<file path="src/rtl/mbx_pkg.sv">
package mbx_pkg;
  localparam int SIG_W   = 4;
  localparam int ADDR_W  = 16;
  localparam int GRP_W   = 8;
  localparam int PROC_W  = 4;
  localparam int AM_W    = 6;
  localparam int DATA_W  = 8;
  localparam logic [AM_W-1:0] AM_SUP_SHORT = 6'h2D;
  localparam int OFF_W   = ADDR_W - GRP_W - PROC_W;
  localparam logic [OFF_W-1:0] REG_OFFSET = OFF_W'(2);
endpackage

</file>
<file path="src/rtl/mbx_addr_dec.sv">
module mbx_addr_dec
  import mbx_pkg::*;
#(
  parameter int ADDR_W_P = ADDR_W,
  parameter int GRP_W_P  = GRP_W,
  parameter int PROC_W_P = PROC_W,
  parameter int AM_W_P   = AM_W,
  parameter logic [AM_W_P-1:0] AM_OK = AM_SUP_SHORT
) (
  input  logic                  strobe,
  input  logic [ADDR_W_P-1:0]   addr,
  input  logic [AM_W_P-1:0]     am,
  input  logic [GRP_W_P-1:0]    grp,
  input  logic [PROC_W_P-1:0]   proc,
  output logic                  hit
);
  localparam int LOW_W = ADDR_W_P - GRP_W_P - PROC_W_P;
  localparam logic [LOW_W-1:0] LOW_VAL = LOW_W'(2);

  logic [ADDR_W_P-1:0] base;
  always_comb begin
    base = {grp, proc, LOW_VAL};
    hit  = strobe && (am == AM_OK) && (addr == base);
  end
endmodule

</file>
<file path="src/rtl/mbx_sig_bank.sv">
module mbx_sig_bank
  import mbx_pkg::*;
#(
  parameter int N = SIG_W
) (
  input  logic         clk,
  input  logic         rst,
  input  logic         set_v,
  input  logic [N-1:0] set_data,
  input  logic         clr_we,
  input  logic [N-1:0] clr_mask,
  input  logic         en_we,
  input  logic [N-1:0] en_data,
  output logic [N-1:0] sig_q,
  output logic [N-1:0] sig_d,
  output logic [N-1:0] en_q,
  output logic [N-1:0] en_d
);
  for (genvar i = 0; i < N; i++) begin : g_bit
    logic kill, make;
    always_comb begin
      kill     = clr_we & clr_mask[i];
      make     = set_v & set_data[i];
      sig_d[i] = (sig_q[i] & ~kill) | make;
      en_d[i]  = en_we ? en_data[i] : en_q[i];
    end
    always_ff @(posedge clk) begin
      if (rst) begin
        sig_q[i] <= 1'b0;
        en_q[i]  <= 1'b0;
      end else begin
        sig_q[i] <= sig_d[i];
        en_q[i]  <= en_d[i];
      end
    end
  end
endmodule

</file>
<file path="src/rtl/mbx_irq_gen.sv">
module mbx_irq_gen
  import mbx_pkg::*;
#(
  parameter int N = SIG_W
) (
  input  logic         clk,
  input  logic         rst,
  input  logic [N-1:0] sig_nxt,
  input  logic [N-1:0] en_nxt,
  output logic         irq_q
);
  always_ff @(posedge clk) begin
    if (rst) irq_q <= 1'b0;
    else     irq_q <= |(sig_nxt & en_nxt);
  end
endmodule

</file>
<file path="src/rtl/mbx_signal_reg.sv">
module mbx_signal_reg
  import mbx_pkg::*;
#(
  parameter int SIG_W_P  = SIG_W,
  parameter int ADDR_W_P = ADDR_W,
  parameter int GRP_W_P  = GRP_W,
  parameter int PROC_W_P = PROC_W,
  parameter int AM_W_P   = AM_W,
  parameter int DATA_W_P = DATA_W
) (
  input  logic                clk,
  input  logic                rst,
  input  logic [GRP_W_P-1:0]  grp_byte,
  input  logic [PROC_W_P-1:0] proc_num,
  input  logic                rmt_strobe,
  input  logic [ADDR_W_P-1:0] rmt_addr,
  input  logic [AM_W_P-1:0]   rmt_am,
  input  logic [DATA_W_P-1:0] rmt_wdata,
  input  logic                loc_clr_we,
  input  logic [SIG_W_P-1:0]  loc_clr_mask,
  input  logic                loc_en_we,
  input  logic [SIG_W_P-1:0]  loc_en_data,
  output logic [SIG_W_P-1:0]  sig_bits,
  output logic [SIG_W_P-1:0]  en_bits,
  output logic                irq
);
  logic               hit;
  logic [SIG_W_P-1:0] sig_nxt, en_nxt;

  mbx_addr_dec #(
    .ADDR_W_P(ADDR_W_P), .GRP_W_P(GRP_W_P),
    .PROC_W_P(PROC_W_P), .AM_W_P(AM_W_P)
  ) u_dec (
    .strobe(rmt_strobe), .addr(rmt_addr), .am(rmt_am),
    .grp(grp_byte), .proc(proc_num), .hit(hit)
  );

  mbx_sig_bank #(.N(SIG_W_P)) u_bank (
    .clk(clk), .rst(rst),
    .set_v(hit), .set_data(rmt_wdata[SIG_W_P-1:0]),
    .clr_we(loc_clr_we), .clr_mask(loc_clr_mask),
    .en_we(loc_en_we), .en_data(loc_en_data),
    .sig_q(sig_bits), .sig_d(sig_nxt),
    .en_q(en_bits), .en_d(en_nxt)
  );

  mbx_irq_gen #(.N(SIG_W_P)) u_irq (
    .clk(clk), .rst(rst),
    .sig_nxt(sig_nxt), .en_nxt(en_nxt), .irq_q(irq)
  );
endmodule

</file>
<file path="config.mk">
export PLATFORM = sky130hd
export DESIGN_NAME = mbx_signal_reg
export DESIGN_NICKNAME = d
export VERILOG_FILES = /design/src/rtl/mbx_pkg.sv /design/src/rtl/mbx_addr_dec.sv /design/src/rtl/mbx_sig_bank.sv /design/src/rtl/mbx_irq_gen.sv /design/src/rtl/mbx_signal_reg.sv
export SDC_FILE = /design/constraint.sdc
export NUM_CORES = 1
export LEC_CHECK = 0
export CAP_MARGIN = 10
export CORE_MARGIN = 10
export CORE_UTILIZATION = 30
export CTS_BUF_LIST = sky130_fd_sc_hd__clkbuf_2 sky130_fd_sc_hd__clkbuf_4 sky130_fd_sc_hd__clkbuf_8
export DETAILED_ROUTE_END_ITERATION = 16
export HOLD_SLACK_MARGIN = 0.02
export PLACE_DENSITY = 0.83
export RECOVER_POWER = 25
export SLEW_MARGIN = 20
export SYNTH_ARGS = -nofsm -noshare
export SYNTH_HDL_FRONTEND = slang
export SYNTH_SLANG_ARGS = --single-unit
</file>
<file path="constraint.sdc">
create_clock -name clk -period 4.2 [get_ports clk]
set_input_delay 0.84 -clock clk [delete_from_list [all_inputs] [get_ports clk]]
set_output_delay 0.84 -clock clk [all_outputs]
set_load 0.005 [all_outputs]
</file>
==> results.json, run 1 <==
{
  "cts_setup_buffers": 0,
  "worstPathArrival_ps": 2500,
  "place_congestion": 0.829,
  "ctsHtreeMaxLevel": 1,
  "fin_crit_ps": 2310,
  "cp-start-kind": "input pin",
  "root_buffer": "clkbuf_4",
  "area_delta_synth_final_pct": 111,
  "grt_pass1_vias": 732,
  "drtIter0Drc": 68,
  "grt_pass1_wl_mm": 3.71,
  "num-nets-final": 179,
  "ys_types": 17,
  "hold_buffers": 0,
  "crit_slowest_cell": "or4b_4",
  "power_density_nw_per_um2": 197,
  "worstMarginPinSlew_ps": 398,
  "antenna_found_initial": 0,
  "finalWirelength_mm": 2.39,
  "yosysSeqAreaShare_pct": 30.9,
  "ios": 64,
  "grt_usage_pct": 11.5,
  "fp.dieH_um": 64.1,
  "path_delay_family": "simple AND/OR/NAND/NOR gates",
  "peakVddDrop_v": 0.000137,
  "status": "finished, final reports clean",
  "fin_total_pwr_mw": 0.241,
  "max_stage_delay_ps": 530,
  "cts-resized-gates": 0,
  "fp.coreArea_um2": 1780,
  "synth_edf_count": 0,
  "numCtsBuffers": 3,
  "io_buffer_count": 59,
  "cts_tree": "built",
  "avgSynthCellArea_um2": 9.40,
  "setup_viol": 0,
  "grt_max_degree": 15,
  "clk_latency_ps": 260,
  "ys_top_cells_by_area": "dfxtp_1 31%, xor2_1 18%, o22ai_1 9.7%",
  "die_w_um": 64.1,
  "yosysMostFrequentCell": "xor2_1",
  "syn_nets": 117,
  "firstDrtPassIters": 4,
  "yosys.area.top_type": "dfxtp_1",
  "nFillCells": 147,
  "slew-limit-headroom_pct": 73.4,
  "ys_ff_latch": 9,
  "crit_fanout": 5,
  "ys_top_cells_by_count": "12 x xor2_1, 9 x dfxtp_1, 9 x o22ai_1, 5 x nor2_1",
  "start_util_pct": 32.7,
  "gr-total-overflow": 0,
  "cp_cell_sequence": "clkdlybuf4s50_1, or4b_4, nor4_2, nand4_2, o22ai_1",
  "setup_tns_ps": 0,
  "power_leakage_nw": 0.490,
  "syn-instance-count": 62,
  "skew_ps": 0.570,
  "route.vias.total": 729,
  "synth_top_area_share_pct": 30.9,
  "dieArea_um2": 4110,
  "vias_per_cell": 4.93,
  "maxCapViolations": 0,
  "clk_path_buf_depth": 2,
  "ys.flop_type": "dfxtp_1",
  "synthesis.area_um2": 583,
  "clock.fmax_mhz": 433,
  "antenna_left": 0,
  "wl_per_cell_um": 16.1,
  "cp.required_ps": 4390,
  "path_class": "input pin to flop",
  "period_share_pct": 55.0,
  "rows": 15,
  "clkTransAtPathRegs_ps": 60,
  "yosys_warnings": 0,
  "rsz0062_at_grt": "no",
  "async_flop_share_pct": 0,
  "fin_util_pct": 68.8,
  "hold_viol": 0,
  "drv_slew": 0,
  "end_kind": "flop",
  "drcViolationCount": 0,
  "dp.final_hpwl_mm": 2.12,
  "hp-class": "flop to flop",
  "path_buf_inv": 1,
  "drive_gt1_share_pct": 9.76,
  "diodes": 0,
  "cts_num_sinks": 9
}
registers in the layout, indices dropped and copies added, names as in the netlist:
signal / cells
u_bank.sig_q: 4
u_irq.irq_q: 1
u_bank.en_q: 4
stage by stage:
stage	setup WS (ps)	area, um2	hold WS, ps	cells
after global routing	1830	1230	614	148
after detailed placement	1630	1200	555	144
after CTS	1900	1230	568	148
final	1890	1230	572	148
after floorplan	2200	583	525	62
after global placement	1640	1200	543	144
tightest hold or removal path: stages (launching register included):
cell and delay, ps:
dfxtp_1 320, mux2i_1 120, nor2_1 100
logic make-up after synthesis:
| group | Yosys count | synth area share (%) |
|---|---|---|
| buf+inv | 6 | 3.86 |
| simple gates | 17 | 22.5 |
| mux | 4 | 6.87 |
| compound gates | 14 | 17.8 |
| xor+xnor | 12 | 18.0 |
| flops | 9 | 30.9 |
where the power goes:
group	switching [mW]	internal (mW)
Sequential	0.00123	0.0877
Clock	0.0302	0.0431
Combinational	0.0235	0.0556
worst paths after layout:
check             slack, ps                      start                    endpoint  depth (start not counted)
hold reg to reg         570  u_bank.en_q[0]$_SDFF_PP0_   u_bank.en_q[0]$_SDFF_PP0_                          2
setup reg to reg       3060  u_bank.en_q[3]$_SDFF_PP0_      u_irq.irq_q$_SDFF_PP0_                          4
hold / removal          570  u_bank.en_q[0]$_SDFF_PP0_   u_bank.en_q[0]$_SDFF_PP0_                          2
setup / recovery       1890                rmt_addr[3]  u_bank.sig_q[1]$_SDFF_PP0_                          5
layer usage:
metal / track usage, % / up-vias / wire length (um)
met5: 0 / - / 0
met4: 3.55 / 0 / 46
met3: 6.10 / 7 / 344
met2: 19.9 / 62 / 1120
met1: 11.7 / 317 / 871
li1: - / 343 / -
cells in the final DEF (no fill, tap or decap):
master	n
o22ai_1	9
nor4_1	2
a21bo_2	4
nand4_2	1
clkdlybuf4s50_1	58
nand4b_4	1
dfxtp_1	9
nor2_1	5
nand3b_1	1
xor2_1	12
or4b_4	1
dlygate4sd3_1	1
nor4_2	1
mux2i_1	4
nand2b_1	4
clkbuf_4	4
o21bai_1	1
inv_1	4
nor3_1	1
final cells by class:
| cell class | instances | area [um2] | share of cell area, % |
|---|---|---|---|
| sequential | 9 | 180 | 14.7 |
| timing repair buffer | 59 | 591 | 48.1 |
| clock buffer | 4 | 30.0 | 2.45 |
| multi-input combinational | 47 | 380 | 31.0 |
| tap | 25 | 31.3 | 2.55 |
| inverter | 4 | 15.0 | 1.22 |
No activity file was read; power rests on OpenSTA's default activity.
==> run 2, diff against run 1 <==
--- a/config.mk
+++ b/config.mk
@@ -7,11 +7,11 @@
 export LEC_CHECK = 0
 export CAP_MARGIN = 10
 export CORE_MARGIN = 10
-export CORE_UTILIZATION = 30
+export CORE_UTILIZATION = 25
 export CTS_BUF_LIST = sky130_fd_sc_hd__clkbuf_2 sky130_fd_sc_hd__clkbuf_4 sky130_fd_sc_hd__clkbuf_8
 export DETAILED_ROUTE_END_ITERATION = 16
 export HOLD_SLACK_MARGIN = 0.02
-export PLACE_DENSITY = 0.83
+export PLACE_DENSITY = 0.73
 export RECOVER_POWER = 25
 export SLEW_MARGIN = 20
 export SYNTH_ARGS = -nofsm -noshare
==> constraint.sdc (replaced) <==
create_clock -name clk -period 2.1 [get_ports clk]
set_input_delay 0.42 -clock clk [delete_from_list [all_inputs] [get_ports clk]]
set_output_delay 0.42 -clock clk [all_outputs]
set_load 0.005 [all_outputs]
==> results.json, run 2 (synthesis gave the netlist of run 1 again) <==
{
  "rows": 17,
  "die_w_um": 68.3,
  "drcViolationCount": 0,
  "antenna_left": 0,
  "antenna_found_initial": 0,
  "ctsHtreeMaxLevel": 1,
  "holdPathStages": 2,
  "crit_fanout": 5,
  "setup_viol": 0,
  "final_cell_mix": "58 x clkdlybuf4s50_1, 12 x xor2_1, 9 x o22ai_1, 9 x dfxtp_1, 5 x nor2_1",
  "hold_buffers": 0,
  "dpl-instance-area_um2": 1200,
  "skew_ps": 4.43,
  "area_delta_synth_final_pct": 111,
  "worstPathArrival_ps": 2030,
  "top_regs": "u_bank.en_q (4), u_bank.sig_q (4), u_irq.irq_q (1)",
  "end_kind": "flop",
  "grt_max_degree": 15,
  "gr-total-overflow": 0,
  "slew-limit-headroom_pct": 70.6,
  "hp-class": "flop to flop",
  "clk_latency_ps": 260,
  "fp.coreArea_um2": 2210,
  "reg2reg_setup_slack_ps": 1060,
  "dieArea_um2": 4660,
  "root_buffer": "clkbuf_4",
  "diodes": 0,
  "grt_usage_pct": 10.1,
  "worstHoldEndpoint": "u_bank.en_q[1]$_SDFF_PP0_",
  "fp.dieH_um": 68.3,
  "wl_per_cell_um": 15.0,
  "ios": 64,
  "place_congestion": 0.709,
  "reg2reg_to": "u_irq.irq_q$_SDFF_PP0_",
  "cts_setup_buffers": 0,
  "status": "finished, final reports clean",
  "fin_crit_ps": 1840,
  "r2r_cells": 4,
  "cts_num_sinks": 9,
  "clock.fmax_mhz": 544,
  "dp.final_hpwl_mm": 2.10,
  "clk_path_buf_depth": 2,
  "cts_tree": "built",
  "cp-start-kind": "input pin",
  "cts-resized-gates": 0,
  "setup_ws_ps": 262,
  "start_util_pct": 26.4,
  "nFillCells": 214,
  "path_class": "input pin to flop",
  "power_leakage_nw": 0.490,
  "drive_gt1_share_pct": 9.76,
  "drv_slew": 0,
  "maxCapViolations": 0,
  "layout_commonest_cell": "clkdlybuf4s50_1",
  "fin_area_um2": 1230,
  "vias_per_cell": 4.56,
  "route.vias.total": 688,
  "cp.required_ps": 2290,
  "clkTransAtPathRegs_ps": 60,
  "finalWirelength_mm": 2.26,
  "io_buffer_count": 59,
  "numCtsBuffers": 3,
  "period_share_pct": 87.5,
  "drtIter0Drc": 8,
  "peakVddDrop_v": 0.000228,
  "grt_pass1_wl_mm": 3.54,
  "fin_total_pwr_mw": 0.481,
  "firstDrtPassIters": 4,
  "worstMarginPinSlew_ps": 438,
  "placement.setup.worst_slack_ps": -28.5,
  "crit_slowest_cell": "or4b_4",
  "grt_pass1_vias": 756,
  "hold_start": "u_bank.en_q[1]$_SDFF_PP0_",
  "power_density_nw_per_um2": 391,
  "fin_util_pct": 55.7,
  "cp_cell_sequence": "clkdlybuf4s50_1, or4b_4, nor4_2, nand4_2, o22ai_1",
  "num-nets-final": 179,
  "hold_viol": 0,
  "rsz0062_at_grt": "no",
  "max_stage_delay_ps": 530,
  "rr_startpoint": "u_bank.en_q[3]$_SDFF_PP0_"
}
## run 2: critical path, delay by kind of cell
family / cells / cell delay, ps
buf+inv: 1 / 410
simple gates: 3 / 1030
compound gates: 1 / 170
## run 2: report_power, final
group	switching, mW	leakage (nW)	internal [mW]
clock	0.0615	0.0184	0.0862
combinational	0.0446	0.398	0.111
sequential	0.00211	0.0733	0.175
## run 2: cell type report
type	count	area (um2)	area share [%]
timing repair buffer	59	591	48.0
multi-input combinational	47	380	30.9
sequential	9	180	14.6
tap	28	35.0	2.85
clock buffer	4	30.0	2.44
inverter	4	15.0	1.22
## run 2: metrics by stage
step                      hold slack (ps)  std cells  setup TNS, ps
after floorplan                       525         62              0
after global placement                523        147              0
after detailed placement              540        147          -76.5
after CTS                             555        151              0
after global routing                  570        151              0
final                                 553        151              0
## run 2: layer usage
layer / share of wire [%] / wire, um / track usage, %
met1: 33 / 740 / 8.64
met2: 57 / 1290 / 20.3
met3: 9.8 / 221 / 4.73
met4: 0.49 / 11 / 2.26
met5: 0 / 0 / 0
## run 2: how the worst max path moves through the flow
stage | to | slack, ps | from | cells after the start
final | u_bank.sig_q[1]$_SDFF_PP0_ | 260 | rmt_addr[3] | 5
after global routing | u_bank.sig_q[1]$_SDFF_PP0_ | 160 | rmt_addr[3] | 5
after CTS | u_bank.sig_q[3]$_SDFF_PP0_ | 260 | rmt_addr[3] | 5
after detailed placement | u_bank.sig_q[3]$_SDFF_PP0_ | -30 | rmt_addr[3] | 5
after global placement | u_bank.sig_q[2]$_SDFF_PP0_ | 2 | rmt_addr[3] | 5
after floorplan | u_bank.sig_q[2]$_SDFF_PP0_ | 520 | rmt_addr[3] | 4
